==> config.mk <==
export PLATFORM = sky130hd
export DESIGN_NAME = rot_irq_resolver
export DESIGN_NICKNAME = d
export VERILOG_FILES = /design/src/rtl/rir_pkg.sv /design/src/rtl/rir_rank_scan.sv /design/src/rtl/rir_line_latch.sv /design/src/rtl/rot_irq_resolver.sv
export SDC_FILE = /design/constraint.sdc
export NUM_CORES = 1
export LEC_CHECK = 0
export ABC_AREA = 0
export CORE_AREA = 5 5 85 87
export CTS_CLUSTER_SIZE = 25
export DETAILED_ROUTE_END_ITERATION = 16
export DIE_AREA = 0 0 90 92
export PLACE_DENSITY = 0.85
export SKIP_CTS_REPAIR_TIMING = 1
export SLEW_MARGIN = 20
export SYNTH_ARGS = -nofsm -noshare
export SYNTH_HDL_FRONTEND = slang
export SYNTH_HIERARCHICAL = 1
export SYNTH_SLANG_ARGS = --single-unit
==> constraint.sdc <==
create_clock -name clk -period 8.95 [get_ports clk]
set_input_delay 1.79 -clock clk [delete_from_list [all_inputs] [get_ports clk]]
set_output_delay 1.79 -clock clk [all_outputs]
set_load 0.05 [all_outputs]
==> src/rtl/rir_pkg.sv <==
package rir_pkg;
    localparam int unsigned RIR_LINES = 8;

    typedef enum logic {
        TRIG_EDGE  = 1'b0,
        TRIG_LEVEL = 1'b1
    } trig_mode_e;
endpackage

==> src/rtl/rir_rank_scan.sv <==
module rir_rank_scan #(
    parameter int unsigned N = 8
) (
    input  logic [N-1:0]           vec_i,
    input  logic [$clog2(N)-1:0]   base_i,
    output logic                   hit_o,
    output logic [$clog2(N):0]     rank_o
);
    localparam int unsigned W = $clog2(N);

    logic [N-1:0] rot_w;

    always_comb begin
        for (int k = 0; k < N; k++) begin
            rot_w[k] = vec_i[W'(base_i + W'(k))];
        end
        rank_o = (W+1)'(N);
        for (int k = N - 1; k >= 0; k--) begin
            if (rot_w[k]) begin
                rank_o = (W+1)'(k);
            end
        end
        hit_o = |vec_i;
    end
endmodule

==> src/rtl/rir_line_latch.sv <==
module rir_line_latch (
    input  logic clk,
    input  logic rst_n,
    input  logic req_i,
    input  logic level_i,
    input  logic ack_clr_i,
    output logic pend_o
);
    import rir_pkg::*;

    typedef struct packed {
        logic pend;
        logic last;
    } line_t;

    line_t st_d, st_q;

    always_comb begin
        st_d      = st_q;
        st_d.last = req_i;
        if (trig_mode_e'(level_i) == TRIG_LEVEL) begin
            st_d.pend = req_i;
        end else begin
            st_d.pend = (st_q.pend & ~ack_clr_i) | (req_i & ~st_q.last);
        end
    end

    always_ff @(posedge clk or negedge rst_n) begin
        if (!rst_n) begin
            st_q <= '0;
        end else begin
            st_q <= st_d;
        end
    end

    assign pend_o = st_q.pend;

    // a level line mirrors the input sampled at the previous edge
    assert_level_follows_R4: assert property (@(posedge clk) disable iff (!rst_n)
        level_i |=> (pend_o == $past(req_i)));

    // an edge line cannot become pending without a rising edge
    assert_edge_needs_rise_R4: assert property (@(posedge clk) disable iff (!rst_n)
        (!level_i && !pend_o && !(req_i && !st_q.last)) |=> !pend_o);
endmodule

==> src/rtl/rot_irq_resolver.sv <==
module rot_irq_resolver #(
    parameter int unsigned N            = rir_pkg::RIR_LINES,
    parameter int unsigned CASCADE_LINE = 2,
    parameter bit          IS_MASTER    = 1'b1
) (
    input  logic                  clk,
    input  logic                  rst_n,
    input  logic [N-1:0]          req_i,
    input  logic [N-1:0]          level_mode_i,
    input  logic [N-1:0]          mask_i,
    input  logic                  base_load_i,
    input  logic [$clog2(N)-1:0]  base_val_i,
    input  logic                  nest_cascade_i,
    input  logic                  auto_eoi_i,
    input  logic                  auto_eoi_rotate_i,
    input  logic                  ack_i,
    input  logic                  eoi_i,
    input  logic                  eoi_rotate_i,
    output logic                  irq_o,
    output logic [$clog2(N)-1:0]  vector_o,
    output logic [N-1:0]          irr_o,
    output logic [N-1:0]          isr_o,
    output logic [$clog2(N)-1:0]  base_o
);
    localparam int unsigned W = $clog2(N);

    typedef struct packed {
        logic [N-1:0] isr;
        logic [N-1:0] mask;
        logic [W-1:0] base;
    } core_t;

    core_t st_d, st_q;

    logic [N-1:0] irr_w;
    logic [N-1:0] pend_w;
    logic [N-1:0] svc_vis_w;
    logic         pend_hit, svc_hit, eoi_hit;
    logic [W:0]   pend_rank, svc_rank, eoi_rank;
    logic [W-1:0] pend_line, eoi_line;
    logic         grant_w;
    logic         take_w;

    always_comb begin
        pend_w    = irr_w & ~st_q.mask;
        svc_vis_w = st_q.isr;
        if (IS_MASTER && nest_cascade_i && (CASCADE_LINE < N)) begin
            svc_vis_w[CASCADE_LINE] = 1'b0;
        end
    end

    rir_rank_scan #(.N(N)) u_pend_scan (
        .vec_i  (pend_w),
        .base_i (st_q.base),
        .hit_o  (pend_hit),
        .rank_o (pend_rank)
    );

    rir_rank_scan #(.N(N)) u_svc_scan (
        .vec_i  (svc_vis_w),
        .base_i (st_q.base),
        .hit_o  (svc_hit),
        .rank_o (svc_rank)
    );

    rir_rank_scan #(.N(N)) u_eoi_scan (
        .vec_i  (st_q.isr),
        .base_i (st_q.base),
        .hit_o  (eoi_hit),
        .rank_o (eoi_rank)
    );

    always_comb begin
        pend_line = st_q.base + pend_rank[W-1:0];
        eoi_line  = st_q.base + eoi_rank[W-1:0];
        grant_w   = pend_hit && (!svc_hit || (pend_rank < svc_rank));
        take_w    = ack_i && grant_w;
    end

    generate
        for (genvar i = 0; i < N; i++) begin : g_line
            rir_line_latch u_latch (
                .clk       (clk),
                .rst_n     (rst_n),
                .req_i     (req_i[i]),
                .level_i   (level_mode_i[i]),
                .ack_clr_i (take_w && (pend_line == W'(i))),
                .pend_o    (irr_w[i])
            );
        end
    endgenerate

    always_comb begin
        st_d      = st_q;
        st_d.mask = mask_i;
        if (base_load_i) begin
            st_d.base = base_val_i;
        end
        if (take_w) begin
            if (auto_eoi_i) begin
                st_d.isr[pend_line] = 1'b0;
                if (auto_eoi_rotate_i) begin
                    st_d.base = pend_line + W'(1);
                end
            end else begin
                st_d.isr[pend_line] = 1'b1;
            end
        end else if (eoi_i && !ack_i && eoi_hit) begin
            st_d.isr[eoi_line] = 1'b0;
            if (eoi_rotate_i) begin
                st_d.base = eoi_line + W'(1);
            end
        end
    end

    always_ff @(posedge clk or negedge rst_n) begin
        if (!rst_n) begin
            st_q <= '0;
        end else begin
            st_q <= st_d;
        end
    end

    assign irq_o    = grant_w;
    assign vector_o = grant_w ? pend_line : W'(N - 1);
    assign irr_o    = irr_w;
    assign isr_o    = st_q.isr;
    assign base_o   = st_q.base;

    // the request output needs at least one unmasked pending line
    assert_irq_has_pending_R3: assert property (@(posedge clk) disable iff (!rst_n)
        irq_o |-> (|(irr_o & ~st_q.mask)));

    // a granted acknowledge puts the winner in service
    assert_ack_sets_isr_R5: assert property (@(posedge clk) disable iff (!rst_n)
        (ack_i && irq_o && !auto_eoi_i) |=> isr_o[$past(vector_o)]);

    // an acknowledge with no grant and no end-of-interrupt leaves service alone
    assert_ack_idle_R5: assert property (@(posedge clk) disable iff (!rst_n)
        (ack_i && !irq_o) |=> $stable(isr_o));

    // automatic end-of-interrupt leaves the winner out of service
    assert_aeoi_clears_R6: assert property (@(posedge clk) disable iff (!rst_n)
        (ack_i && irq_o && auto_eoi_i) |=> !isr_o[$past(vector_o)]);

    // rotation on automatic end-of-interrupt moves the base past the winner
    assert_aeoi_rotate_R6: assert property (@(posedge clk) disable iff (!rst_n)
        (ack_i && irq_o && auto_eoi_i && auto_eoi_rotate_i)
            |=> (base_o == W'($past(vector_o) + W'(1))));

    // an end-of-interrupt with nothing in service keeps it empty
    assert_eoi_empty_R8: assert property (@(posedge clk) disable iff (!rst_n)
        (eoi_i && !ack_i && (isr_o == '0)) |=> (isr_o == '0));
endmodule

==> metrics.md <==
| Metric | Value |
|---|---|
| Cell accounting for the most synthesized area | sky130_fd_sc_hd__dfrtp_1 |
| Via count of the first global-routing pass | 2841 |
| Layout Cell Area excl Fill | 4260 um2 |
| Seq cells post-synth | 35 |
| Horizontal die dimension | 90 um |
| Crit share post-route | 84.9% |
| RSZ-0062 raised after global routing | false |
| Final Skew | 0.00553 ns |
| Post-route antenna net violation count | 0 |
| Area growth from synthesis to layout | 17.9% |
| Initial Util | 57.6% |
| Critical path, cell by cell | clkdlybuf4s50_1, nor2b_1, mux4_1, mux2_4, nand2b_4, nor4_2, inv_1, ha_1, o211ai_1, o211ai_1, buf_4, and2_0, inv_1, nand2_1, clkdlybuf4s50_1 |
| Fraction of the yosys area taken by sequential cells | 24.2% |
| Final Wtd Congestion | 0.821 |
| Die Span Y | 92 um |
| Detail Placement HPWL | 6110 um |
| Number of clock sinks | 35 |
| Post-Synthesis Cell Area | 3610 um2 |
| PnR worst setup slack | 1.36 ns |
| Number of DRC markers after the initial detailed-route iteration | 101 |
| Hold WC Path Type | reg2reg |
| Maximum number of pins on one net before global-route repair | 36 |
| Core Box Area | 6280 um2 |
| DRC Markers | 0 |
| Number of port buffers | 58 |
| Initial antenna violation count | 0 |
| Maximum count of clock buffers along a single path | 2 |
| Worst reg2reg setup slack | 4.34 ns |
| Least-Margin Pin Slew | 0.752 ns |
| Yosys warns | 6 |
| Standard-cell rows | 29 |
| Number of distinct library cell variants in the gate-level netlist after synthesis | 50 |
| Highest attainable clock frequency | 132 MHz |
| Largest stage delay, worst path | 0.81 ns |
| Clock tree from TritonCTS | yes |
| Total global-route track usage | 19.0% |
| Startpoint kind of the worst setup timing path | input pin |
| Most area-consuming cells after synthesis | sky130_fd_sc_hd__dfrtp_1 24%, sky130_fd_sc_hd__mux4_1 15%, sky130_fd_sc_hd__ha_1 5.9%, sky130_fd_sc_hd__mux2i_1 5.3%, sky130_fd_sc_hd__mux2_2 4.7% |
| Slowest-stage cell, CP | sky130_fd_sc_hd__clkdlybuf4s50_1 |
| Yosys top cell area share | 24.2% |
| Post-Synthesis Net Count | 371 |
| Crit Path Max Fanout | 13 |
| Number of flops mapped to enable cells by yosys | 0 |
| Worst Setup End Kind | output port |
| Aggregate routed wire length | 7800 um |
| Share of layout cells above drive strength 1 | 16.3% |
| Via count | 2715 |
| Capture point of the worst reg-to-reg path | g_line[3].u_latch/pend_o |
| Number of instances in the synthesized netlist | 316 |
| Vias per cell | 6.17 |
| Fraction of synthesis flops using an asynchronous set or reset pin | 100% |
| Minimum period implied by the final worst setup slack | 7.59 ns |
| Non-filler instance count after layout | 440 |
| Total global routing overflow | 0 |
| Placed inst area | 4160 um2 |
| I/O Pins | 59 |
| Floorplan die area | 8280 um2 |
| Number of buffers created by CTS | 5 |
| First-pass GRT wire length | 13200 um |
| H-Tree Level Count | 2 |
| Worst rel slew slack | 49.8% |
| Number of diodes | 0 |
| Required @ worst endpoint | 7.16 ns |
| Most instantiated flip-flop cell in the synthesis netlist | sky130_fd_sc_hd__dfrtp_1 |
| Clock slew seen by the registers of the worst setup and hold paths | 0.07 ns |
| Detailed-router iteration count before antenna repair | 4 |
| WS Path Type | in2out |
| Max-cap viol count | 0 |
| Final-layout fill cell count | 450 |
| Pins Over Slew Limit | 0 |
| Worst-case reg-to-reg path depth | 13 |
| Worst Hold End | g_line[3].u_latch/pend_o |
| Arrival time reported for the critical path endpoint | 5.80 ns |
| Status | finished clean |
| Number of cells on the worst hold path | 2 |
| Syn Area/Cell | 11.4 um2 |
| Number of endpoints failing setup at the final stage | 0 |
| Post-DR wirelength/cell | 17.7 um |
| Cell at the root of the clock tree | sky130_fd_sc_hd__clkbuf_8 |
| Nets | 417 |
| HP Start | g_line[3].u_latch/st_q[0] |
| Placed insts | 432 |
| Setup slack after placement | 1.38 ns |
| Number of hold violations in the final report | 0 |
| Reg-to-reg startpoint | base_o[1] |
| Clock latency at the later pin of the worst-skew pair | 0.29 ns |
| Setup_tns | 0 ns |
kinds of logic after synthesis:
| logic type | Yosys count | share of synthesized area [%] |
|---|---|---|
| and+or+nand+nor | 91 | 18.0 |
| DFF | 35 | 24.2 |
| AOI/OAI and AO/OA | 48 | 9.52 |
| adders and majority gates | 19 | 6.99 |
| buffers and inverters | 47 | 7.03 |
| xor gates and xnor gates | 12 | 4.02 |
| muxes | 64 | 30.2 |
worst max path at each step:
stage,from,to,slack (ns),depth (start not counted)
floorplan,nest_cascade_i,vector_o[0],2.38,13
global placement,nest_cascade_i,vector_o[1],1.47,15
detailed placement,nest_cascade_i,vector_o[1],1.38,15
CTS,nest_cascade_i,vector_o[1],1.37,15
global route,nest_cascade_i,vector_o[1],1.09,15
finish,nest_cascade_i,vector_o[1],1.36,15
cell usage after synthesis (8+ instances only):
| library cell | n |
|---|---|
| sky130_fd_sc_hd__a21o_1 | 9 |
| sky130_fd_sc_hd__mux4_1 | 21 |
| sky130_fd_sc_hd__nand2b_4 | 11 |
| sky130_fd_sc_hd__a211oi_1 | 9 |
| sky130_fd_sc_hd__buf_4 | 12 |
| sky130_fd_sc_hd__xnor2_1 | 8 |
| sky130_fd_sc_hd__ha_1 | 17 |
| sky130_fd_sc_hd__dfrtp_1 | 35 |
| sky130_fd_sc_hd__mux2i_1 | 19 |
| sky130_fd_sc_hd__nor2_1 | 8 |
| sky130_fd_sc_hd__mux2_2 | 15 |
| sky130_fd_sc_hd__nor3b_1 | 9 |
| sky130_fd_sc_hd__nand2_1 | 13 |
| sky130_fd_sc_hd__nand3_1 | 8 |
| sky130_fd_sc_hd__o21ai_0 | 9 |
| sky130_fd_sc_hd__inv_1 | 23 |
| sky130_fd_sc_hd__nor2b_1 | 11 |
cells in the final DEF (no fill, tap or decap), types with 2 or more instances in the layout:
cell and count:
sky130_fd_sc_hd__clkbuf_8 7, sky130_fd_sc_hd__mux2_2 15, sky130_fd_sc_hd__clkdlybuf4s50_1 58, sky130_fd_sc_hd__mux2i_1 19
sky130_fd_sc_hd__mux4_1 21, sky130_fd_sc_hd__a211oi_1 9, sky130_fd_sc_hd__nor2_1 8, sky130_fd_sc_hd__a221oi_1 2
sky130_fd_sc_hd__nor3b_1 9, sky130_fd_sc_hd__nor2b_1 11, sky130_fd_sc_hd__nor4_2 3, sky130_fd_sc_hd__o211ai_1 5
sky130_fd_sc_hd__ha_1 17, sky130_fd_sc_hd__o21ai_1 3, sky130_fd_sc_hd__nand2b_4 11, sky130_fd_sc_hd__a21oi_1 5
sky130_fd_sc_hd__a21o_1 9, sky130_fd_sc_hd__a31oi_1 3, sky130_fd_sc_hd__buf_4 4, sky130_fd_sc_hd__xnor2_1 8
sky130_fd_sc_hd__nor3_1 6, sky130_fd_sc_hd__nand3_1 8, sky130_fd_sc_hd__nand2_1 13, sky130_fd_sc_hd__nor4_1 6
sky130_fd_sc_hd__o21ai_0 9, sky130_fd_sc_hd__nand3b_1 3, sky130_fd_sc_hd__fa_1 2, sky130_fd_sc_hd__dfrtp_1 35
sky130_fd_sc_hd__and2_1 4, sky130_fd_sc_hd__mux2_4 3, sky130_fd_sc_hd__inv_1 23, sky130_fd_sc_hd__nor4b_2 3
sky130_fd_sc_hd__mux2i_4 3, sky130_fd_sc_hd__mux4_2 3
cell type report:
type	count	area [um2]	area share [%]
clock buffer	8	100	2.35
inverter	24	95.1	2.23
multi-input combinational	234	2480	58.3
sequential	35	876	20.5
tap	77	96.3	2.26
timing repair buffer	62	611	14.3
routing by layer:
metal / global-route usage (%) / wire length [um]
met1: 24.0 / 3320
met5: 0 / 0
met2: 33.3 / 3990
met4: 6.20 / 185
met3: 3.27 / 300
worst max-delay path: cells and delay by family:
family	cells	cell delay, ns
muxes	2	0.85
adders and majority gates	1	0.28
AOI/OAI and AO/OA	2	0.28
and+or+nand+nor	5	0.89
buffers and inverters	5	1.70
stage by stage:
| step | util [%] | hold slack [ns] |
|---|---|---|
| 2_1_floorplan | - | 0.562 |
| 6_report | 67.9 | 0.585 |
| 3_3_place_gp | 66.3 | 0.567 |
| 4_1_cts | 67.9 | 0.588 |
| 3_5_place_dp | 66.3 | 0.573 |
| 5_1_grt | 67.9 | 0.607 |
Power is not shown: default switching activity piles up to over one toggle a cycle in this logic, so the estimate is an artifact.
